--- src/rtl/bufrd_pkg.sv ---
package bufrd_pkg;

  localparam int OPC_BITS = 8;

  localparam logic [7:0] OPC_B1_FAST = 8'hD4;
  localparam logic [7:0] OPC_B1_SLOW = 8'hD1;
  localparam logic [7:0] OPC_B2_FAST = 8'hD6;
  localparam logic [7:0] OPC_B2_SLOW = 8'hD3;
  localparam logic [7:0] OPC_B1_WIDE = 8'h54;
  localparam logic [7:0] OPC_B2_WIDE = 8'h56;

  typedef enum logic [2:0] {
    PH_CMD   = 3'd0,
    PH_ADDR  = 3'd1,
    PH_DUMMY = 3'd2,
    PH_DATA  = 3'd3,
    PH_SKIP  = 3'd4
  } phase_t;

  typedef struct packed {
    logic       shiftEn;
    logic       loadPtr;
    logic       incPtr;
    logic       drive;
    logic [2:0] bitIdx;
  } dpCtrl_t;

endpackage

--- src/rtl/bufrd_ctrl.sv ---
module bufrd_ctrl
  import bufrd_pkg::*;
#(
  parameter int ADDR_BITS  = 24,
  parameter int DUMMY_BITS = 8
) (
  input  logic       clk,
  input  logic       rstN,
  input  logic       csN,
  input  logic [7:0] opcNext,
  output dpCtrl_t    ctl,
  output logic       bufSel
);

  localparam int CNT_W = $clog2(ADDR_BITS);
  localparam logic [CNT_W-1:0] CMD_LAST   = CNT_W'(OPC_BITS - 1);
  localparam logic [CNT_W-1:0] ADDR_LAST  = CNT_W'(ADDR_BITS - 1);
  localparam logic [CNT_W-1:0] DUMMY_LAST = CNT_W'(DUMMY_BITS - 1);

  phase_t           phase;
  logic [CNT_W-1:0] cnt;
  logic             hiFreq;
  logic             opcValid, opcBuf2, opcFast;

  always_comb begin
    opcValid = 1'b1;
    opcBuf2  = 1'b0;
    opcFast  = 1'b0;
    case (opcNext)
      OPC_B1_FAST: opcFast = 1'b1;
      OPC_B1_SLOW: opcFast = 1'b0;
      OPC_B2_FAST: begin opcBuf2 = 1'b1; opcFast = 1'b1; end
      OPC_B2_SLOW: opcBuf2 = 1'b1;
      OPC_B1_WIDE: opcFast = 1'b1;
      OPC_B2_WIDE: begin opcBuf2 = 1'b1; opcFast = 1'b1; end
      default:     opcValid = 1'b0;
    endcase
  end

  always_ff @(posedge clk or negedge rstN) begin
    if (!rstN) begin
      phase  <= PH_CMD;
      cnt    <= '0;
      hiFreq <= 1'b0;
      bufSel <= 1'b0;
    end else if (csN) begin
      phase <= PH_CMD;
      cnt   <= '0;
    end else begin
      case (phase)
        PH_CMD: begin
          if (cnt == CMD_LAST) begin
            cnt <= '0;
            if (opcValid) begin
              phase  <= PH_ADDR;
              bufSel <= opcBuf2;
              hiFreq <= opcFast;
            end else begin
              phase <= PH_SKIP;
            end
          end else begin
            cnt <= cnt + 1'b1;
          end
        end
        PH_ADDR: begin
          if (cnt == ADDR_LAST) begin
            cnt   <= '0;
            phase <= hiFreq ? PH_DUMMY : PH_DATA;
          end else begin
            cnt <= cnt + 1'b1;
          end
        end
        PH_DUMMY: begin
          if (cnt == DUMMY_LAST) begin
            cnt   <= '0;
            phase <= PH_DATA;
          end else begin
            cnt <= cnt + 1'b1;
          end
        end
        PH_DATA: cnt <= cnt + 1'b1;
        default: cnt <= '0;
      endcase
    end
  end

  always_comb begin
    ctl.shiftEn = !csN && (phase == PH_CMD || phase == PH_ADDR);
    ctl.loadPtr = !csN && phase == PH_ADDR && cnt == ADDR_LAST;
    ctl.drive   = !csN && phase == PH_DATA;
    ctl.bitIdx  = cnt[2:0];
    ctl.incPtr  = ctl.drive && cnt[2:0] == 3'd7;
  end

  // a high select returns the sequencer to the command byte
  assert_restart_R7: assert property (@(posedge clk) disable iff (!rstN)
    csN |=> phase == PH_CMD);

  // an unknown command parks the sequencer
  assert_bad_opcode_R8: assert property (@(posedge clk) disable iff (!rstN)
    (!csN && phase == PH_CMD && cnt == CMD_LAST && !opcValid) |=> phase == PH_SKIP);

  // data output only ever starts straight after address or dummy bits
  assert_quiet_preamble_R9: assert property (@(posedge clk) disable iff (!rstN)
    $rose(ctl.drive) |-> ($past(phase) == PH_ADDR || $past(phase) == PH_DUMMY));

  // fast commands always pass through the dummy phase
  assert_dummy_used_R2: assert property (@(posedge clk) disable iff (!rstN)
    (ctl.loadPtr && hiFreq) |=> (phase == PH_DUMMY || csN));

endmodule

--- src/rtl/bufrd_datapath.sv ---
module bufrd_datapath
  import bufrd_pkg::*;
#(
  parameter int ADDR_BITS = 24,
  parameter int ADDR_W    = 11,
  parameter int STD_BYTES = 1056,
  parameter int BIN_BYTES = 1024
) (
  input  logic              clk,
  input  logic              rstN,
  input  logic              serIn,
  input  logic              binaryPage,
  input  dpCtrl_t           ctl,
  input  logic [7:0]        bufData,
  output logic [7:0]        opcNext,
  output logic [ADDR_W-1:0] bufAddr,
  output logic              serOut
);

  localparam int BIN_W = $clog2(BIN_BYTES);

  logic [ADDR_BITS-1:0] shReg, shNext;
  logic [ADDR_W-1:0]    addrPtr, lastAddr, startAddr;

  assign shNext    = {shReg[ADDR_BITS-2:0], serIn};
  assign opcNext   = shNext[OPC_BITS-1:0];
  assign lastAddr  = binaryPage ? ADDR_W'(BIN_BYTES - 1) : ADDR_W'(STD_BYTES - 1);
  assign startAddr = binaryPage ? ADDR_W'(shNext[BIN_W-1:0]) : shNext[ADDR_W-1:0];

  always_ff @(posedge clk or negedge rstN) begin
    if (!rstN) begin
      shReg   <= '0;
      addrPtr <= '0;
    end else begin
      if (ctl.shiftEn) shReg <= shNext;
      if (ctl.loadPtr) begin
        addrPtr <= startAddr;
      end else if (ctl.incPtr) begin
        addrPtr <= (addrPtr == lastAddr) ? '0 : addrPtr + 1'b1;
      end
    end
  end

  assign bufAddr = addrPtr;
  assign serOut  = ctl.drive & bufData[3'd7 - ctl.bitIdx];

  // the pointer folds back to zero at the end of the buffer
  assert_wrap_R6: assert property (@(posedge clk) disable iff (!rstN)
    (ctl.incPtr && !ctl.loadPtr && addrPtr == lastAddr) |=> addrPtr == '0);

  // the pointer moves only on a byte boundary or a fresh address
  assert_ptr_hold_R5: assert property (@(posedge clk) disable iff (!rstN)
    (!ctl.incPtr && !ctl.loadPtr) |=> $stable(addrPtr));

  // in binary page mode the start address fits the smaller buffer
  assert_bin_range_R4: assert property (@(posedge clk) disable iff (!rstN)
    (ctl.loadPtr && binaryPage) |=> addrPtr < ADDR_W'(BIN_BYTES));

endmodule

--- src/rtl/bufrd_top.sv ---
module bufrd_top
  import bufrd_pkg::*;
#(
  parameter int ADDR_BITS  = 24,
  parameter int DUMMY_BITS = 8,
  parameter int ADDR_W     = 11,
  parameter int STD_BYTES  = 1056,
  parameter int BIN_BYTES  = 1024
) (
  input  logic              clk,
  input  logic              rstN,
  input  logic              csN,
  input  logic              serIn,
  input  logic              binaryPage,
  input  logic [7:0]        bufData,
  output logic              serOut,
  output logic              serOutEn,
  output logic              bufRdEn,
  output logic              bufSel,
  output logic [ADDR_W-1:0] bufAddr
);

  dpCtrl_t    ctl;
  logic [7:0] opcNext;

  bufrd_ctrl #(.ADDR_BITS(ADDR_BITS), .DUMMY_BITS(DUMMY_BITS)) u_ctrl (
    .clk(clk), .rstN(rstN), .csN(csN), .opcNext(opcNext),
    .ctl(ctl), .bufSel(bufSel)
  );

  bufrd_datapath #(.ADDR_BITS(ADDR_BITS), .ADDR_W(ADDR_W),
                   .STD_BYTES(STD_BYTES), .BIN_BYTES(BIN_BYTES)) u_dp (
    .clk(clk), .rstN(rstN), .serIn(serIn), .binaryPage(binaryPage),
    .ctl(ctl), .bufData(bufData), .opcNext(opcNext),
    .bufAddr(bufAddr), .serOut(serOut)
  );

  assign serOutEn = ctl.drive;
  assign bufRdEn  = ctl.drive;

  // no output while deselected
  assert_idle_quiet_R7: assert property (@(posedge clk) disable iff (!rstN)
    csN |-> (!serOutEn && !bufRdEn));

endmodule

--- config.mk ---
export PLATFORM = sky130hd
export DESIGN_NAME = bufrd_top
export DESIGN_NICKNAME = d
export VERILOG_FILES = /design/src/rtl/bufrd_pkg.sv /design/src/rtl/bufrd_ctrl.sv /design/src/rtl/bufrd_datapath.sv /design/src/rtl/bufrd_top.sv
export SDC_FILE = /design/constraint.sdc
export NUM_CORES = 1
export LEC_CHECK = 0
export ABC_AREA = 1
export BUFFER_PORTS_ARGS = -buffer_cell sky130_fd_sc_hd__clkbuf_2
export CAP_MARGIN = 20
export CORE_MARGIN = 2
export CORE_UTILIZATION = 40
export CTS_BUF_LIST = sky130_fd_sc_hd__clkbuf_4 sky130_fd_sc_hd__clkbuf_8
export CTS_CLUSTER_DIAMETER = 80
export CTS_CLUSTER_SIZE = 30
export DETAILED_ROUTE_END_ITERATION = 8
export GPL_TIMING_DRIVEN = 0
export SLEW_MARGIN = 20
export SYNTH_ARGS = -nofsm -noshare
export SYNTH_HDL_FRONTEND = slang
export SYNTH_SLANG_ARGS = --single-unit
--- constraint.sdc ---
create_clock -name clk -period 1.9 [get_ports clk]
set_input_delay 0.57 -clock clk [delete_from_list [all_inputs] [get_ports clk]]
set_output_delay 0.57 -clock clk [all_outputs]
set_load 0.1 [all_outputs]
==> run summary, run 1 <==
The floorplan step defined a die boundary enclosing 0.005253 mm^2. Part of the Yosys area used for sequential elements: 0.4136. The run gives 430 as the count of filler cells inserted in the layout. The tools report the endpoint class of the critical path as a primary output. The relative max-transition margin is 0.4695, and the non-filler instance count after layout is 346. The static leakage was 1.185 nW; the post-route fraction of the period consumed by the critical path was 1.058.

The power after layout is 1.880 mW, and the count of yosys warnings during synthesis is 0. Among all cell types in the netlist, the one instantiated most often is sky130_fd_sc_hd__nand2_1. For this run the aggregate overflow at the end of global routing stands at 0. Hold timing on the final database bottoms out at a slack of 0.3660 ns.

In the final design database the tool counted 309 nets. The fraction of post-synthesis cell area in the top cell type by area is 0.4136, and the DRC violations left is 0. The run finished, with violations left. The power density relative to cell area was 822.6 mW/mm^2. The worst hold path belongs to the class in -> async.

The number of vias in the routed layout is 1,637, and the horizontal die dimension is 72.48 um. The worst setup path is launched from a register. Synthesis handed over a netlist of 253 instances. After detailed routing, the number of vias per cell comes to 4.731. The sequential cells in the finished layout cover a total of 782.0 um^2. Setup repair after global routing could not meet its margin everywhere. The core region is 0.004444 mm^2.

The die height is 72.48 um. Sorting the synthesized cells by how often they occur yields sky130_fd_sc_hd__nand2_1, sky130_fd_sc_hd__inv_1, sky130_fd_sc_hd__dfrtp_1. Across the VDD grid, the largest voltage drop is 0.0005396 V. The transition time of the tightest slew-check pin works out to 0.7957 ns. The final weighted congestion in routability-driven placement came out at 0.8087.

The synthesized netlist occupies a cell area of 0.001876 mm^2. Post-synthesis area per instance: 7.413 um^2. After the first detailed-routing iteration, the DRC count stood at 102.

Area used by multi-input combinational logic: 920.9 um^2. The worst endpoint required time is 1.33 ns, and the clock buffer count from CTS is 5. In this run, synthesis inferred 0 flip-flops with an integrated enable. For this run, the top clock speed supported by timing is 497.3 MHz.

The time the final worst path needs with I/O delays and setup was 2.011 ns; the post-layout worst setup margin was -0.1110 ns. The total of max-cap violations was 0; the area added between synthesis and finish was 21.88%. Worst path arrival time: 1.44 ns. Row generation in the floorplan step produced 24 rows. The run gives 0 as the number of pins with negative max-slew slack in the final report.

Biggest area consumer among synthesized cells: sky130_fd_sc_hd__dfrtp_1. The final cell utilization of the core is 0.5144. The count of nets left with antenna violations once routing finished came out at 0.

The worst-case clock buffer depth is 2. Detailed placement ended at an HPWL of 2.840 mm. For the number of global-route vias before repair, the log shows 1,530.

The checks that failed: setup timing. The number of nets in the synthesized netlist is 269. Synthesis inferred 31 register bits. The tools report the number of library cell types mapped by synthesis as 33. By area the synthesized netlist is led by sky130_fd_sc_hd__dfrtp_1, sky130_fd_sc_hd__nand2_1, sky130_fd_sc_hd__inv_1.

The count of H-tree levels built during CTS was 2; the worst clock skew was 0.004700 ns. Entering global routing, the biggest net connects 32 pins. Clock root buffer master: sky130_fd_sc_hd__clkbuf_8. TritonCTS built the clock tree.

The clock latency at the later pin of the worst-skew pair is 0.28 ns. Setup violations remaining at the end of the flow were counted as 2. The number of antenna violations at the first check in global routing was 0; the I/O pin total was 28. The clock sink count came out at 31. Overall routing resource usage: 0.1669. The fraction of registers with async set or reset after synthesis is 1.000. Maximum net fanout on the critical path: 7.

The iteration count of the initial detailed-routing pass was 4. The critical path is of the reg -> out type. Summed over all layers, the routed wires come to 3.947 mm. Once placement completed, the tool counted placed cells totaling 332.

Fraction of layout cells with a size suffix above 1: 0.2483. The average wire length per cell after detail routing came out at 11.41 um. The tools report the first-pass GRT wire length as 6.962 mm. The number of hold-slack violations in the final timing report came out at 0. Clock-pin slew on the worst setup and hold paths: 0.06 ns.

Most instantiated flip-flop cell in the synthesis netlist: sky130_fd_sc_hd__dfrtp_1. The initial cell density of the core is 0.4220, and the total negative slack for setup checks is -0.1201 ns. Buffers placed on the I/O ports in this run total 27.

0 antenna diodes ended up in the layout. The number of hold-repair buffers added at the cts stage was 0.
power by group:
part           internal, mW  leakage, nW  switching, mW  total (mW)
Clock                 0.285       0.0491          0.248       0.533
Combinational         0.168        0.758          0.291       0.458
Sequential            0.784        0.378          0.105       0.889
through the flow:
step / instance area [um^2] / setup WS (ns)
after CTS: 2263 / -0.1047
after detailed placement: 2090 / -0.2665
final: 2286 / -0.1110
after global placement: 2090 / -0.2670
after global routing: 2286 / -0.1875
after floorplan: 1889 / -0.7254
final timing paths:
path                                           start                          end  slack [ns]  cells after the start
setup reg to reg             u_ctrl.cnt[0]$_DFF_PN0_  u_dp.bufAddr[5]$_DFFE_PN0P_        0.20                     12
setup / recovery             u_ctrl.cnt[1]$_DFF_PN0_                       serOut       -0.11                      5
hold reg to reg            u_dp.shReg[9]$_DFFE_PN0P_    u_dp.shReg[9]$_DFFE_PN0P_        0.49                      2
max in group asynchronous                       rstN  u_ctrl.phase[2]$_DFFE_PN0P_        0.98                      1
hold / removal                                  rstN      u_ctrl.cnt[1]$_DFF_PN0_        0.37                      1
min in group clk           u_dp.shReg[9]$_DFFE_PN0P_    u_dp.shReg[9]$_DFFE_PN0P_        0.49                      2
layer usage:
metal  track usage  up-vias  share of wire
li1              -      882              -
met1        0.2528      737           0.54
met2        0.2426       13           0.43
met3       0.02917        5          0.021
met4       0.04938        0         0.0089
met5             0        -              0
layout by cell type, fill, tap and decap left out, drive strengths merged:
cell,instances
inv,38
o21bai,1
o21a,1
dfrtp,31
mux2i,1
clkbuf,35
nor2,30
clkinv,1
a21oi,3
nand4,5
or2,1
nand2,74
o21ai,20
nand3,17
a41oi,1
ha,3
nor3,3
xnor2,1
o22ai,7
xor2,7
buf,12
nand3b,1
a21boi,1
cells by family (layout without fill, tap and decap cells):
family,count (synthesis),after routing,synth area share
xor+xnor,8,8,0.03736
flops,31,31,0.4136
mux,1,1,0.005337
simple gates,131,131,0.3129
fa+ha+maj,3,3,0.02002
buf+inv,45,86,0.1054
compound gates,34,34,0.1054
worst max-delay path, stage by stage (launching register included):
cell and delay [ns]:
sky130_fd_sc_hd__dfrtp_1 0.45, sky130_fd_sc_hd__o21ai_0 0.12, sky130_fd_sc_hd__o21ai_1 0.16, sky130_fd_sc_hd__o21ai_2 0.09, sky130_fd_sc_hd__nor2_4 0.13, sky130_fd_sc_hd__clkbuf_16 0.20
layout make-up:
type                       count  share of cell area
buffer                         7             0.02408
clock buffer                   7             0.03667
clock inverter                 1            0.002189
inverter                      38             0.06240
multi-input combinational    177              0.4028
sequential                    31              0.3421
tap                           52             0.02846
timing repair buffer          33              0.1013
registers in the layout, indices dropped and copies added (netlist names):
register       cells
u_ctrl.bufSel      1
u_ctrl.cnt         5
u_ctrl.hiFreq      1
u_ctrl.phase       3
u_dp.bufAddr      11
u_dp.shReg        10
timing repair:
item,4_1_cts,5_1_grt
buffers inserted,4,2
pin swaps,4,2
resized for setup,15,2
endpoints found under the setup margin,3,9
(Power assumes the default switching activity.)
==> run 2, diff against run 1 <==
Settings changed: CORE_ASPECT_RATIO set to 0.5, PLACE_DENSITY set to 0.6.
==> run summary, run 2 (synthesis results as in run 1) <==
The most common cell after layout, fill and taps aside is sky130_fd_sc_hd__nand2_1. The detailed placement HPWL was 3.012 mm; the DRC violations left was 0. For the worst setup path, the data required time is 1.33 ns.

The worst-case clock buffer depth was 2. The tools report the post-layout worst setup margin as -0.1103 ns. The core region is 0.004446 mm^2.

Routed signal wires occupy layers up through met4. In the layout the commonest cells are sky130_fd_sc_hd__nand2_1, sky130_fd_sc_hd__inv_1, sky130_fd_sc_hd__dfrtp_1. The tools report the final antenna diode count as 0.

The routed design uses 191 um of met3 wire. The relative max-transition margin is 0.4775. The first global-routing pass estimated 7.120 mm of wire. Maximum net fanout on the critical path: 4. The worst setup path is launched from a register.

TritonCTS built the clock tree. Relative to the synthesized area, the layout overhead comes to 24.48%. The horizontal die dimension is 100.8 um, and the clock latency at the later pin of the worst-skew pair is 0.28 ns. The tool flagged a number of max-cap violations equal to 0. The overall routing resource usage is 0.1773, and the clock-pin slew on the worst setup and hold paths is 0.07 ns. Post-route fraction of the period consumed by the critical path: 1.058. The tools report the number of global-route vias before repair as 1,599. Routability-driven placement finished with a final weighted congestion of 0.8733. By startpoint and endpoint, the worst setup path is classified as reg -> out. Length of routed met2 wiring: 1.802 mm. The analysis attributes to cell leakage a power of 1.203 nW. The critical path goes through nand2_2 > nor3_4 > o21ai_2 > nor2_4 > clkbuf_16. Using the TritonRoute via totals, the vias-per-cell ratio works out to 4.801. For this run, the slowest stage of the critical path takes 0.38 ns.

The final layout contains 310 nets. The cell with the biggest individual delay on the critical path is sky130_fd_sc_hd__dfrtp_2. The tools report the clock root buffer master as sky130_fd_sc_hd__clkbuf_8. The time the final worst path needs with I/O delays and setup came out at 2.010 ns. Highest achievable clock rate: 497.4 MHz.

STA classifies the critical path endpoint as a primary output. Initial cell density of the core: 0.4219. The path class of the tightest hold or removal check is in -> async. Row generation in the floorplan step produced 17 rows.

Across the VDD grid, the largest voltage drop is 0.0003482 V. The flow ran to the end, but the final reports show violations. The number of vias in the routed layout is 1,690. Across the routed clock network, the largest skew measured is 0.006509 ns. The fraction of layout cells with a size suffix above 1 works out to 0.2508. The run gives 0.5252 as the final cell utilization of the core.

The met1 wire length came out at 2.103 mm. Setup repair after global routing could not meet its margin everywhere. The transition time of the tightest slew-check pin is 0.7837 ns, and the average wire length per cell after detail routing is 11.72 um.

CTS built an H-tree with a depth of 2. Global routing finished with a remaining overflow of 0. The maximum number of pins on one net before global-route repair was 32; the number of hold-repair buffers added at the cts stage was 0.

The tightest hold path in the finished design has a slack of 0.3572 ns. After detailed routing, the total wire length is 4.125 mm. The count of filler cells inserted in the layout was 457; the number of antenna violations at the first check in global routing was 0. For this design, the sink count on the clock tree is 31.

The logs give 0 for the number of antenna-violating nets in the routed design and 28 for the I/O pin total. Setup violations remaining at the end of the flow were counted as 2. The clock buffer count from CTS is 5, and the full die area is 0.005286 mm^2. In this run the power density over the cells is 870.0 mW/mm^2. The checks that failed: setup timing. The number of pins with negative max-slew slack in the final report was 0; the number of I/O port buffers was 27. For the worst path arrival time, the log shows 1.44 ns. The number of hold-slack violations in the final timing report is 0, and the violation count after the first detailed-routing iteration is 52. The die height works out to 52.42 um. The first TritonRoute pass finished after 4 iterations. The register with the most flip-flops in the layout has 11 of them.
-- run 2: cell types whose count changed in the layout (fill, tap and decap cells not counted), sizes merged --
cell,delta
buf,+2
bufinv,+1
clkbuf,-2
-- run 2: final timing paths --
check                                             from                          end  slack, ns  depth (start not counted)
setup / recovery           u_ctrl.phase[0]$_DFFE_PN0P_                       serOut      -0.11                          5
hold / removal                                    rstN    u_dp.shReg[6]$_DFFE_PN0P_       0.36                          1
setup reg to reg               u_ctrl.cnt[0]$_DFF_PN0_  u_dp.bufAddr[6]$_DFFE_PN0P_       0.21                         11
hold reg to reg              u_dp.shReg[0]$_DFFE_PN0P_    u_dp.shReg[0]$_DFFE_PN0P_       0.49                          2
max in group asynchronous                         rstN  u_dp.bufAddr[1]$_DFFE_PN0P_       0.99                          1
min in group clk             u_dp.shReg[0]$_DFFE_PN0P_    u_dp.shReg[0]$_DFFE_PN0P_       0.49                          2
-- run 2: critical path, delay by kind of cell, from the launching register on --
| kind | cells | cell delay (ns) |
|---|---|---|
| AND/OR/NAND/NOR | 3 | 0.46 |
| buffers and inverters | 1 | 0.20 |
| AO/OA/AOI/OAI | 1 | 0.11 |
| flip-flops | 1 | 0.38 |
-- run 2: stage by stage --
step / worst slack, ns / setup TNS, ns / area, um^2 / total power [mW] / cells
final: -0.1103 / -0.1222 / 2335 / 2.031 / 352
after floorplan: -0.7254 / -3.385 / 1889 / 1.196 / 253
after global placement: -0.2828 / -0.6559 / 2096 / 1.315 / 337
after global routing: -0.1927 / -0.3410 / 2335 / 2.186 / 352
after CTS: -0.1028 / -0.1203 / 2306 / 2.049 / 350
after detailed placement: -0.2775 / -0.6362 / 2096 / 1.329 / 337
-- run 2: repair_timing --
item                       4_1_cts  5_1_grt
setup endpoints to repair        3        9
gates resized for setup         15        4
pin swaps                        2        4
buffers inserted                 5        2
-- run 2: where the power goes --
part           total [mW]  switching (mW)  leakage [nW]  internal [mW]
sequential          0.889           0.105         0.378          0.784
clock               0.680           0.256        0.0612          0.424
combinational       0.461           0.292         0.764          0.170
-- run 2: cell type report --
type	instances	area, um^2	share of cell area
inverters	38	142.6	0.06109
multi-input cells	177	920.9	0.3944
plain buffers	7	55.05	0.02358
flip-flops and latches	31	782.0	0.3349
clock buffers	6	82.58	0.03537
clock inverters	2	35.03	0.01501
well taps	57	71.32	0.03055
repair buffers	34	245.2	0.1050
-- run 2: metal layers --
layer,GRT usage,vias up
met5,0,-
met4,0.03653,0
met3,0.05067,4
met2,0.2956,36
met1,0.2324,759
li1,-,891
==> run 3, diff against run 2 <==
--- a/config.mk
+++ b/config.mk
@@ -8,3 +8,2 @@
 export ABC_AREA = 1
-export BUFFER_PORTS_ARGS = -buffer_cell sky130_fd_sc_hd__clkbuf_2
 export CAP_MARGIN = 20
@@ -17,4 +16,5 @@
 export DETAILED_ROUTE_END_ITERATION = 8
+export DONT_BUFFER_PORTS = 1
 export GPL_TIMING_DRIVEN = 0
-export PLACE_DENSITY = 0.6
+export PLACE_DENSITY = 0.55
 export SLEW_MARGIN = 20
@@ -22,2 +22,3 @@
 export SYNTH_HDL_FRONTEND = slang
+export SYNTH_HIERARCHICAL = 1
 export SYNTH_SLANG_ARGS = --single-unit
==> constraint.sdc (replaced) <==
create_clock -name clk -period 1.9 [get_ports clk]
set_input_delay 0.38 -clock clk [delete_from_list [all_inputs] [get_ports clk]]
set_output_delay 0.38 -clock clk [all_outputs]
set_load 0.1 [all_outputs]
==> run summary, run 3 <==
Counting flops with a built-in enable in the synthesized netlist gives 0. Measured in cells, the most critical reg-to-reg path has a length of 10. The worst clock skew was 0.001845 ns. The first global-routing pass estimated 7.762 mm of wire. The initial cell density of the core was 0.4104; the highest achievable clock rate was 419.1 MHz. The worst setup path is captured at a primary output. The register with the most flip-flops in the layout has 11 of them. The clock root buffer master was sky130_fd_sc_hd__clkbuf_8. After the first detailed-routing iteration, the DRC count stood at 83. The run gives 0 as the number of hold-slack violations in the final timing report. For this design, the sink count on the clock tree is 31.

For the number of pins with negative max-slew slack in the final report, the log shows 0. In this run, placement finished with an instance count of 346. The classification of the worst setup path is reg -> out. The final antenna diode count was 0. Most common cell after layout, fill and taps aside: sky130_fd_sc_hd__nand2_1.

In the post-synthesis netlist, the biggest area contributors are sky130_fd_sc_hd__dfrtp_1, sky130_fd_sc_hd__nand2_1, sky130_fd_sc_hd__inv_1. The later pin in the worst-skew pair is clocked with a latency of 0.28 ns. The area of the mapped netlist came out at 0.002006 mm^2. STA puts the critical path data arrival time at 2.01 ns.

The finished layout holds 364 standard cells, fillers aside. Maximum number of pins on one net before global-route repair: 32. The transition time of the tightest slew-check pin was 0.8938 ns; the total of max-cap violations was 0.

The path category of the worst min-delay check is in -> reg. The fraction of post-synthesis cell area in the top cell type by area came out at 0.3868. The number of antenna violations at the first check in global routing was 0. Dividing total power by cell area gives a power density of 994.3 mW/mm^2.

No sink is reached through more buffers than the 2 on the longest clock path. Subtracting the final worst setup slack from the clock period gives 2.386 ns. The library cells used most frequently in the layout, excluding fill and tap cells, are sky130_fd_sc_hd__nand2_1, sky130_fd_sc_hd__inv_1, sky130_fd_sc_hd__nor2_1. The most instantiated flip-flop cell in the synthesis netlist is sky130_fd_sc_hd__dfrtp_1.

The average wire length per cell after detail routing was 12.36 um; the full die area was 0.005631 mm^2. The overall routing resource usage was 0.1787. For this block, the via count after detailed routing is 1,753. Post-route fraction of the period consumed by the critical path: 1.256. The initialized floorplan defines 18 standard-cell rows.

The analysis attributes to cell leakage a power of 1.155 nW. At the end of routability-driven placement, the weighted congestion stood at 0.8421. The worst hold path was traced through 2 stages. The instance count of the mapped netlist came out at 276.

Setup repair after global routing could not meet its margin everywhere. The worst-case IR drop observed on VDD is 0.0004258 V. By count the netlist is led by sky130_fd_sc_hd__nand2_1, sky130_fd_sc_hd__inv_1, sky130_fd_sc_hd__nor2_1.

The horizontal die dimension is 104.1 um. The run finished, with violations left. The pre-antenna-repair detailed-routing pass consisted of 4 iterations. The number of global-route vias before repair is 1,698.

The sort of element at the start of the critical path was a register. Area added between synthesis and finish: 18.78%. The run gives 6 as the count of yosys warnings during synthesis. The relative max-transition margin is 0.4041, and the fraction of layout cells with a size suffix above 1 is 0.2755. The logs give 0 for the residual overflow from global routing and 0.004887 mm^2 for the area of the placeable core. The die height was 54.07 um. For the worst setup path, the data required time is 1.52 ns. The biggest area contributor in the post-synthesis netlist is sky130_fd_sc_hd__dfrtp_1. In this run the worst path has a maximum fanout of 3.

The logs give 3.127 mm for the detailed placement HPWL and 4.499 mm for the total length of routed wires. Counting flops and latches in the post-synthesis netlist gives 31. The post-synthesis area per instance came out at 7.267 um^2. Counting distinct cell types in the post-synthesis netlist gives 28.

TritonCTS built the clock tree. Synthesis produced a netlist with a net count of 292. Setup violations remaining at the end of the flow were counted as 2.

In the final design database the tool counted 309 nets. The logs give 2.369 mW for the power after layout and -0.4861 ns for the post-layout worst setup margin. Port buffering added 0 buffers. Clock buffer count from CTS: 5.

The logs give 0 for the DRC violations left and 0.3868 for the part of the Yosys area used for sequential elements. The final reports fail on setup timing. The fraction of registers with async set or reset after synthesis is 1.000. The clock tree synthesis step divided the H-tree into 2 levels. In the routed layout, each cell is associated on average with a via count of 4.816. 28 I/O pins were placed.

Clock-pin slew on the worst setup and hold paths: 0.07 ns. The most frequent cell after synthesis is sky130_fd_sc_hd__nand2_1. The number of antenna-violating nets in the routed design was 0.
run 3: path summary, 6_finish.rpt:
path / from / endpoint / slack [ns]
worst max-delay path: u_ctrl/phase[2]$_DFFE_PN0P_ / serOut / -0.49
worst min-delay path: serIn / u_dp/bufAddr[0]$_DFFE_PN0P_ / 0.23
worst max register to register: u_ctrl/phase[2]$_DFFE_PN0P_ / u_dp/bufAddr[8]$_DFFE_PN0P_ / 0.10
worst min register to register: u_ctrl/hiFreq$_DFFE_PN0P_ / u_ctrl/hiFreq$_DFFE_PN0P_ / 0.51
max in group asynchronous: rstN / u_dp/bufAddr[0]$_DFFE_PN0P_ / 1.16
min in group asynchronous: rstN / u_dp/bufAddr[9]$_DFFE_PN0P_ / 0.53
run 3: what timing repair did:
action,CTS,global route
gates resized for setup,10,16
hold endpoints to repair,31,0
setup buffers,4,3
endpoints found under the setup margin,13,13
cloned,0,1
hold buffers,2,0
pin swaps,4,5
run 3: layer usage:
| metal | up-vias | share of wire | track usage |
|---|---|---|---|
| li1 | 889 | - | - |
| met1 | 819 | 0.49 | 0.2192 |
| met2 | 37 | 0.45 | 0.3048 |
| met3 | 8 | 0.056 | 0.05690 |
| met4 | 0 | 0.012 | 0.06757 |
| met5 | - | 0 | 0 |
run 3: cell families (layout without fill, tap and decap cells):
kind of cell	after synthesis	in the layout	synth area share
xor gates and xnor gates	5	5	0.02183
and+or+nand+nor	144	145	0.3306
muxes	1	1	0.005614
buffers and inverters	58	75	0.1347
DFF	31	31	0.3868
adders and majority gates	3	3	0.01872
AOI/OAI and AO/OA	34	34	0.1017
run 3: power by group:
| part | internal [mW] | total [mW] | switching [mW] | leakage (nW) |
|---|---|---|---|---|
| sequential | 0.812 | 0.972 | 0.160 | 0.385 |
| clock | 0.251 | 0.515 | 0.265 | 0.0477 |
| combinational | 0.384 | 0.882 | 0.498 | 0.722 |
run 3: cell type report:
| class | instances | area (um^2) |
|---|---|---|
| Buffer | 18 | 122.6 |
| Tap cell | 70 | 87.58 |
| Multi-Input combinational cell | 188 | 1055 |
| Fill cell | 499 | 2505 |
| Clock buffer | 5 | 68.82 |
| Sequential cell | 31 | 797.0 |
| Clock inverter | 3 | 15.01 |
| Timing Repair Buffer | 9 | 86.33 |
| Inverter | 40 | 150.1 |
run 3: worst max-delay path, cell delays in order, from the launching register on:
cell	delay [ns]
sky130_fd_sc_hd__dfrtp_1	0.40
sky130_fd_sc_hd__inv_2	0.09
sky130_fd_sc_hd__nand3_4	0.07
sky130_fd_sc_hd__nor2_4	0.52
sky130_fd_sc_hd__nand2_2	0.13
sky130_fd_sc_hd__nor2_4	0.50
run 3: per-stage QoR:
step / hold slack (ns) / setup TNS [ns] / instance area [um^2] / utilization / worst slack (ns)
floorplan: 0.08441 / -0.2350 / 2038 / - / -0.2350
global placement: 0.08502 / -2.409 / 2126 / 0.4350 / -0.3216
detailed placement: 0.08502 / -2.738 / 2126 / 0.4350 / -0.3304
CTS: 0.2263 / -0.7659 / 2291 / 0.4688 / -0.4974
global route: 0.2312 / -0.9438 / 2382 / 0.4875 / -0.5985
finish: 0.2300 / -0.7458 / 2382 / 0.4875 / -0.4861
